`config.mk`:
```
export PLATFORM = sky130hd
export DESIGN_NAME = cipher_seq_ctrl
export DESIGN_NICKNAME = d
export VERILOG_FILES = /design/src/rtl/cipher_seq_ctrl.sv
export SDC_FILE = /design/constraint.sdc
export NUM_CORES = 1
export LEC_CHECK = 0
export CORE_ASPECT_RATIO = 0.75
export CORE_MARGIN = 10
export CORE_UTILIZATION = 45
export CTS_BUF_LIST = sky130_fd_sc_hd__clkbuf_16
export DETAILED_ROUTE_END_ITERATION = 7
export DONT_BUFFER_PORTS = 1
export RECOVER_POWER = 50
export REMOVE_ABC_BUFFERS = 1
export SYNTH_ARGS = -nofsm -noshare
export SYNTH_HDL_FRONTEND = slang
export SYNTH_SLANG_ARGS = --single-unit
```
`constraint.sdc`:
```
create_clock -name clk -period 2.75 [get_ports clk]
set_input_delay 0.55 -clock clk [delete_from_list [all_inputs] [get_ports clk]]
set_output_delay 0.55 -clock clk [all_outputs]
set_load 0.02 [all_outputs]
```
`src/rtl/cipher_seq_ctrl.sv`:
```
module cipher_seq_ctrl #(
  parameter int ROUNDS = 12,
  parameter int CYC_W  = 8
) (
  input  logic                          clk,
  input  logic                          rst_n,
  input  logic                          enc_dec_i,
  input  logic                          key_avail_i,
  output logic                          key_rd_o,
  input  logic                          keysched_done_i,
  output logic [CYC_W-1:0]              ks_cycle_o,
  input  logic                          data_avail_i,
  output logic                          data_rd_o,
  output logic                          mode_o,
  output logic                          step_init_o,
  output logic                          step_round_o,
  output logic                          step_final_o,
  output logic [$clog2(ROUNDS+2)-1:0]   round_o,
  input  logic                          out_full_i,
  output logic                          out_wr_o
);
  localparam int RND_W = $clog2(ROUNDS+2);
  localparam logic [RND_W-1:0] R_LAST = RND_W'(ROUNDS);
  localparam logic [RND_W-1:0] R_FIN  = RND_W'(ROUNDS + 1);

  typedef enum logic [2:0] {
    S_IDLE, S_LOAD_KEY, S_WAIT_KS, S_WAIT_DATA, S_INIT, S_ROUND, S_FINAL, S_OUTPUT
  } state_t;

  state_t state, nxt;
  logic [RND_W-1:0] rnd;
  logic [CYC_W-1:0] cyc;
  logic             mode;

  wire key_take = (state == S_IDLE || state == S_WAIT_DATA) && key_avail_i;

  assign key_rd_o     = state == S_LOAD_KEY;
  assign data_rd_o    = state == S_WAIT_DATA && data_avail_i && !key_avail_i;
  assign step_init_o  = state == S_INIT;
  assign step_round_o = state == S_ROUND;
  assign step_final_o = state == S_FINAL;
  assign out_wr_o     = state == S_OUTPUT && !out_full_i;
  assign round_o      = rnd;
  assign ks_cycle_o   = cyc;
  assign mode_o       = mode;

  always_comb begin
    nxt = state;
    case (state)
      S_IDLE:      if (key_take) nxt = S_LOAD_KEY;
      S_LOAD_KEY:  nxt = S_WAIT_KS;
      S_WAIT_KS:   if (keysched_done_i) nxt = S_WAIT_DATA;
      S_WAIT_DATA: if (key_take) nxt = S_LOAD_KEY;
                   else if (data_avail_i) nxt = S_INIT;
      S_INIT:      nxt = S_ROUND;
      S_ROUND:     if (rnd == (mode ? R_LAST : RND_W'(1))) nxt = S_FINAL;
      S_FINAL:     nxt = S_OUTPUT;
      S_OUTPUT:    if (!out_full_i) nxt = S_WAIT_DATA;
      default:     nxt = S_IDLE;
    endcase
  end

  always_ff @(posedge clk) begin
    if (!rst_n) begin
      state <= S_IDLE;
      rnd   <= '0;
      cyc   <= '0;
      mode  <= 1'b0;
    end else begin
      state <= nxt;
      if (data_rd_o) begin
        mode <= enc_dec_i;
        rnd  <= enc_dec_i ? '0 : R_FIN;
      end else if (state == S_INIT || state == S_ROUND) begin
        rnd <= mode ? rnd + 1'b1 : rnd - 1'b1;
      end
      if (key_rd_o) cyc <= '0;
      else if (state == S_WAIT_KS && cyc != '1) cyc <= cyc + 1'b1;
    end
  end
endmodule


```
# Word level (Yosys, flattened, before mapping)
# Index checks and enable logic that the tools add are counted.
[totals] regBits=16 input_bits=7 output_inout_bits=19 elab_cells=47
[op_classes] add_sub_neg=3 eq_ne=14 n_mux=12 bitwise_logic=1 n_reduce_logical=13
[ops] operator="$pmux 3 s8" count=1
[ops] operator="$mux 4" count=5
[ops] operator="$mux 3" count=6
[ops] operator="$eq 3x3->1 const B" count=4
[ops] operator="$add 8x1->8 const B" count=1
[ops] operator="$ne 8x8->1 const B" count=1
[ops] operator="$eq 3x2->1 const B" count=2
[ops] operator="$ne 2x2->1 const B" count=3
[ops] operator="$logic_and 1x1->1" count=5
[ops] operator="$reduce_and 5->1" count=1
[ops] operator="$add 4x1->4 const B" count=1
[ops] operator="$eq 4x4->1" count=1
[ops] operator="$sub 4x1->4 const B" count=1
[ops] operator="$eq 3x1->1 const B" count=1
[ops] operator="$logic_not 3->1" count=1
[ops] operator="$ne 3x3->1 const B" count=1
[ops] operator="$logic_not 1->1" count=2
[ops] operator="$logic_or 1x1->1" count=2
[ops] operator="$ne 2x1->1 const B" count=1
[ops] operator="$reduce_bool 2->1" count=1
[ops] operator="$reduce_or 2->1" count=1
[ops] operator="$not 1->1" count=1

# Logic depth before layout (Yosys ltp)
# Gate-level depths: netlist of the first run.
[logic_depth] ltp_word=5 depth_mapped=6 depth_no_buf=6

# Least setup slack after synthesis of the first run
# Ideal clock, no wire load.
[synth_path] path_type="input to output" startpoint="input port key_avail_i" endpoint="output port data_rd_o" t_arrival_ns=1.398 path_slack_ns=0.802 stages=4 cell_sequence="or3b_4 or2_0 buf_2 inv_1"
[synth_between] elab_chain_len=2
[synth_lines] element="start, declared" line_no="8" source="input logic key_avail_i,"
[synth_lines] element="$logic_not 1->1" line_no="38" source="assign data_rd_o = state == S_WAIT_DATA && data_avail_i && !key_avail_i;"
[synth_lines] element="$logic_and 1x1->1" line_no="38"
[synth_lines] element="end, declared" line_no="13" source="output logic data_rd_o,"
# Every way passes these cells.

# Final worst setup path of the first run
[layout_path] startpoint="register state[2]" endpoint="output port data_rd_o"
[layout_between] elab_chain_len=3
[layout_lines] element="start, declared" line_no="30" source="state_t state, nxt;"
[layout_lines] element="start signal, assigned" line_no="70" source="state <= nxt;"
[layout_lines] element="$eq 3x2->1" line_no="38"
[layout_lines] element="$logic_and 1x1->1 (2 in a row)" line_no="38"
# Every way passes these cells.

==> metrics.yaml, run 1 <==
global_routing:
  grt_pass1_wl_mm: 3.23
  grt_usage: 0.0935
  grt_pass1_vias: 655
  grt_max_degree: 12
  grt.overflow.total: 0
  antenna_found_initial: 0
cells_and_area:
  final_cells: 134
  final_nets: 122
  layout_commonest_cell: "dfxtp_1"
  area_growth_pct: 9.36
  antenna_cells: 0
  post-route-util: 0.513
  nFillCells: 202
  final_cell_mix: "16 x dfxtp_1, 11 x nor2_1, 9 x inv_1"
  drive_gt1_frac: 0.0818
worst_setup_path:
  critPathBufInv: 1
  crit_type: "register to output pin"
  cp.arrival_ns: 1.65
  end_kind: "output pin"
  cp_top_family: "simple AND/OR/NAND/NOR gates"
  start_kind: "register"
  cp.required_ns: 2.20
  max_stage_delay_ns: 0.46
  slowest_stage: "or3b_4"
  critical_path.max_fanout: 11
  path_cells: "or3b_4 -> or2_0 -> inv_1"
power_and_ir_drop:
  p_clk_frac: 0.470
  ir_drop_v: 0.000498
  switching_share: 0.227
  leakage_nw: 0.360
  p_seq_frac: 0.436
  finalPower_uw: 593
  comb_power_share: 0.093
  power.switching_uw: 135
  internal_power_uw: 458
  p_per_area_mw_per_mm2: 580
die:
  core_area_mm2: 0.00200
  die_y_um: 59.5
  pin_count: 26
  initial_core_util: 0.469
  die_w_um: 72.7
  rows: 14
  die_area_mm2: 0.00432
route:
  drt-total-wl_mm: 2.03
  drtAntennaViolNets: 0
  wl_per_cell_um: 15.2
  viasPerCell: 5.68
  drc: 0
  num_vias: 761
  first_pass_iters: 3
  first_iter_violations: 18
placement:
  port_buffers: 0
  placed_cells: 130
  routabilityCongestion: 0.782
  hpwl_mm: 1.66
timing:
  min_period_ns: 2.20
  fin_worst_skew_ns: 0.00115
  finalHoldViolCount: 0
  finalCritPeriodShare: 0.800
  max_freq_ghz: 0.455
  worstMarginPinSlew_ns: 0.767
  slew_headroom: 0.485
  maxSlewViolCount: 0
  fin_tns_setup_ns: 0
  holdWs_ns: 0.431
  rsz0062_at_grt: "no"
  setup_violations: 0
run:
  drv_cap: 0
clocking:
  cts_sinks: 16
  cts_tree: "yes"
  clockBufferDepth: 2
  cts-buffers-inserted: 3
  clk_latency_ns: 0.24
  path_clk_slew_ns: 0.05
  htreeDepth: 1
  clockRootBuffer: "clkbuf_16"
  cts_resized: 0
  postCtsSetupBuffers: 0
  postCtsHoldBufs: 0
yosys:
  ys_types: 38
  avgSynthCellArea_um2: 8.51
  syn_inst: 110
  ys_ff_latch: 16
  ys_seq_area_frac: 0.342
  synth_area_um2: 936
  yosysWarnings: 0
run_status:
  status: "finished clean"
hold_path:
  hold_path_class: "input pin to register"
## worst paths after layout
check / start / endpoint / slack, ns / cells after the start
worst max-delay path: state[2] / data_rd_o / 0.55 / 3
worst min-delay path: rst_n / state[0] / 0.43 / 2
worst max register to register: mode_o / round_o[3] / 0.65 / 7
worst min register to register: round_o[3] / round_o[3] / 0.63 / 2
## cells by family (layout without fill, tap and decap cells)
kind of cell / count (synthesis) / count (layout) / share of synthesized area
and+or+nand+nor: 39 / 39 / 0.245
AOI/OAI and AO/OA: 27 / 27 / 0.197
DFF: 16 / 16 / 0.342
adders and majority gates: 4 / 4 / 0.0615
xor gates and xnor gates: 7 / 7 / 0.0655
muxes: 2 / 2 / 0.0227
buffers and inverters: 15 / 15 / 0.0668
## routing by layer
layer	up-vias	track usage	part of all wire
met2	18	0.125	0.38
met3	2	0.0536	0.092
met4	0	0.0243	0.012
met1	346	0.124	0.52
met5	-	0	0
li1	395	-	-
## state kept, by name (all words and copies together) (netlist names)
signal,flops
ks_cycle_o,8
state,3
mode_o,1
round_o,4
## metrics by stage
step                area (um2)  worst slack [ns]
floorplan                  911             0.798
global placement           948             0.751
detailed placement         948             0.733
CTS                       1030             0.538
global route              1020             0.454
finish                    1020             0.551
## area by class of cell
class                      count  area, um2  area share
sequential                    16        320       0.313
clock inverter                 1       3.75     0.00367
clock buffer                   3       75.1      0.0733
multi-input combinational     79        553       0.540
inverter                      10       37.5      0.0367
timing repair buffer           1       3.75     0.00367
tap                           24       30.0      0.0293
## power by group through the flow
stage / Sequential (mW) / Combinational [mW] / Clock [mW]
2_1_floorplan: 0.260 / 0.0471 / 0
3_3_place_gp: 0.263 / 0.0549 / 0
3_5_place_dp: 0.264 / 0.0559 / 0
4_1_cts: 0.259 / 0.0559 / 0.282
5_1_grt: 0.261 / 0.0623 / 0.292
6_report: 0.259 / 0.0554 / 0.279
## synth_stat cells
library cell / number / area share
o31ai_1: 2 / 0.016
ha_1: 3 / 0.040
a21boi_1: 1 / 0.0080
o211ai_1: 3 / 0.024
nand4_1: 2 / 0.013
buf_2: 5 / 0.027
xnor2_1: 3 / 0.028
a221oi_1: 2 / 0.019
and4_1: 1 / 0.0094
nor2_1: 11 / 0.044
o2111ai_1: 2 / 0.019
a21oi_1: 6 / 0.032
o21ai_1: 2 / 0.011
or3b_4: 1 / 0.012
inv_2: 1 / 0.0040
o31a_1: 1 / 0.0094
and2_1: 3 / 0.020
nand2_1: 4 / 0.016
nor3b_4: 1 / 0.020
or2_0: 1 / 0.0067
inv_1: 9 / 0.036
fa_1: 1 / 0.021
nand2b_1: 2 / 0.013
nor3_1: 1 / 0.0053
nor3b_1: 3 / 0.024
mux2_2: 1 / 0.012
o21ai_2: 1 / 0.0094
mux2i_1: 1 / 0.011
and3_1: 4 / 0.027
a211oi_1: 2 / 0.016
or2_1: 1 / 0.0067
and3b_1: 1 / 0.0094
o221a_2: 1 / 0.012
o21ai_0: 4 / 0.021
xor2_1: 4 / 0.037
nor4_1: 1 / 0.0067
nand3_1: 2 / 0.011
dfxtp_1: 16 / 0.34
(Power assumes the default switching activity.)
==> run 2, diff against run 1 <==
- clock period: 2.75 -> 2.2 ns (I/O delays scaled with it)
==> run 2 against run 1 <==
  * Clock skew barely moved
  * Non-clock buffer count increased by 3
  * Hold slack worse by 0.12 ns
  * Power rose by 28%
  * Global-route usage grew 0.58 points
  * First-iteration DRC count up 110%
  * Wire length grew 4.9%
  * Critical path type unchanged
==> metrics.yaml, run 2 (synthesized netlist as in run 1, its figures left out) <==
clocking:
  clockBufferDepth: 2  # unchanged
  cts_resized: 0  # unchanged
  clk_latency_ns: 0.25  # was 0.24 ns
  cts_tree: "yes"  # unchanged
  htreeDepth: 1  # unchanged
  postCtsHoldBufs: 0  # unchanged
  path_clk_slew_ns: 0.05  # about the same
  postCtsSetupBuffers: 0  # unchanged
  cts-buffers-inserted: 3  # unchanged
  cts_sinks: 16  # unchanged
  clockRootBuffer: "clkbuf_16"  # unchanged
cells_and_area:
  nFillCells: 209  # was 202
  largest_reg_flops: 8  # unchanged
  stdcell_area_mm2: 0.00105  # was 0.00102 mm2
  post-route-util: 0.524  # was 0.513
  layout_commonest_cell: "dfxtp_1"  # unchanged
  antenna_cells: 0  # unchanged
  area_growth_pct: 11.8  # was 9.36%
  final_cell_mix: "16 x dfxtp_1, 11 x nor2_1, 10 x inv_1"  # was 16 x dfxtp_1, 11 x nor2_1, 9 x inv_1
  final_nets: 125  # was 122
  drive_gt1_frac: 0.0973  # was 0.0818
global_routing:
  grt_pass1_wl_mm: 3.42  # was 3.23 mm
  grt_pass1_vias: 690  # was 655
  grt_usage: 0.0993  # was 0.0935
  grt.overflow.total: 0  # unchanged
  antenna_found_initial: 0  # unchanged
  grt_max_degree: 11  # was 12
timing:
  fin_tns_setup_ns: 0  # unchanged
  setup_ws_ns: 0.241  # was 0.551 ns
  finalCritPeriodShare: 0.890
  rsz0062_at_grt: "no"  # unchanged
  holdWs_ns: 0.310  # was 0.431 ns
  setup_violations: 0  # unchanged
  max_freq_ghz: 0.510
  finalHoldViolCount: 0  # unchanged
  worstMarginPinSlew_ns: 0.476  # was 0.767 ns
  fin_worst_skew_ns: 0.000735  # was 0.00115 ns
  min_period_ns: 1.96
  slew_headroom: 0.683  # was 0.485
  maxSlewViolCount: 0  # unchanged
run:
  drv_cap: 0  # unchanged
die:
  die_w_um: 72.7  # unchanged
  core_area_mm2: 0.00200  # unchanged
  pin_count: 26  # unchanged
  die_area_mm2: 0.00432  # unchanged
  rows: 14  # unchanged
  initial_core_util: 0.469  # unchanged
  die_y_um: 59.5  # unchanged
worst_setup_path:
  end_kind: "output pin"  # unchanged
  cp.arrival_ns: 1.52  # was 1.65 ns
  crit_type: "register to output pin"  # unchanged
  ff2ff_setup_slack_ns: 0.54  # was 0.65 ns
  critical_path.max_fanout: 7  # was 11
  start_kind: "register"  # unchanged
  cp.required_ns: 1.76  # was 2.20 ns
  slowest_stage: "or3b_4"  # unchanged
  max_stage_delay_ns: 0.41  # was 0.46 ns
  path_cells: "or3b_4 -> or2_0 -> inv_1"  # unchanged
placement:
  hpwl_mm: 1.70  # was 1.66 mm
  placed_area_um2: 971  # was 948 um2
  port_buffers: 0  # unchanged
  routabilityCongestion: 0.782  # about the same
  dpl_worst_slack_ns: 0.393  # was 0.733 ns
power_and_ir_drop:
  leakage_nw: 0.377  # was 0.360 nW
  ir_drop_v: 0.000646  # was 0.000498 V
  p_per_area_mw_per_mm2: 724  # was 580 mW/mm2
route:
  drt-total-wl_mm: 2.13  # was 2.03 mm
  viasPerCell: 5.72  # was 5.68
  first_iter_violations: 38  # was 18
  drtAntennaViolNets: 0  # unchanged
  num_vias: 783  # was 761
  first_pass_iters: 4  # was 3
  wl_per_cell_um: 15.5  # was 15.2 um
  drc: 0  # unchanged
hold_path:
  hold_path_class: "input pin to register"  # unchanged
run_status:
  status: "finished clean"  # unchanged
-- run 2: changes by cell type in the layout (fill, tap and decap cells not counted) --
cell / delta
inv_1: +1
buf_4: +3
o21ai_0: +1
inv_2: -1
o21ai_1: -1
-- run 2: power by group --
part,internal (mW),switching (mW)
sequential,0.300,0.0218
clock,0.242,0.120
combinational,0.0348,0.0392
total,0.577,0.181
-- run 2: routing by layer --
metal	up-vias	share of wire	track usage	wire (um)
li1	396	-	-	-
met1	361	0.48	0.128	1020
met2	24	0.41	0.133	871
met3	2	0.099	0.0570	211
met4	0	0.010	0.0324	22
met5	-	0	0	0
-- run 2: layout make-up --
cell class / count / area, um2 / share of cell area
multi-input cells: 79 / 553 / 0.529
flip-flops and latches: 16 / 320 / 0.306
clock buffers: 3 / 75.1 / 0.0718
inverters: 10 / 37.5 / 0.0359
well taps: 24 / 30.0 / 0.0287
repair buffers: 4 / 26.3 / 0.0251
clock inverters: 1 / 3.75 / 0.00359
-- run 2: path summary, 6_finish.rpt --
path | startpoint | end | depth (start not counted)
setup reg to reg | round_o[2] | round_o[3] | 5
hold reg to reg | round_o[3] | round_o[3] | 2
setup / recovery | state[2] | data_rd_o | 3
hold / removal | rst_n | state[0] | 2
-- run 2: worst max-delay path: cells and delay by family (launching register included) --
family                 cells  cell delay [ns]
AND/OR/NAND/NOR            2             0.74
flip-flops                 1             0.31
buffers and inverters      1             0.21
-- run 2: metrics by stage --
step	instances	total power, mW
finish	137	0.758
global route	137	0.785
CTS	137	0.759
detailed placement	133	0.404
global placement	133	0.402
floorplan	105	0.384
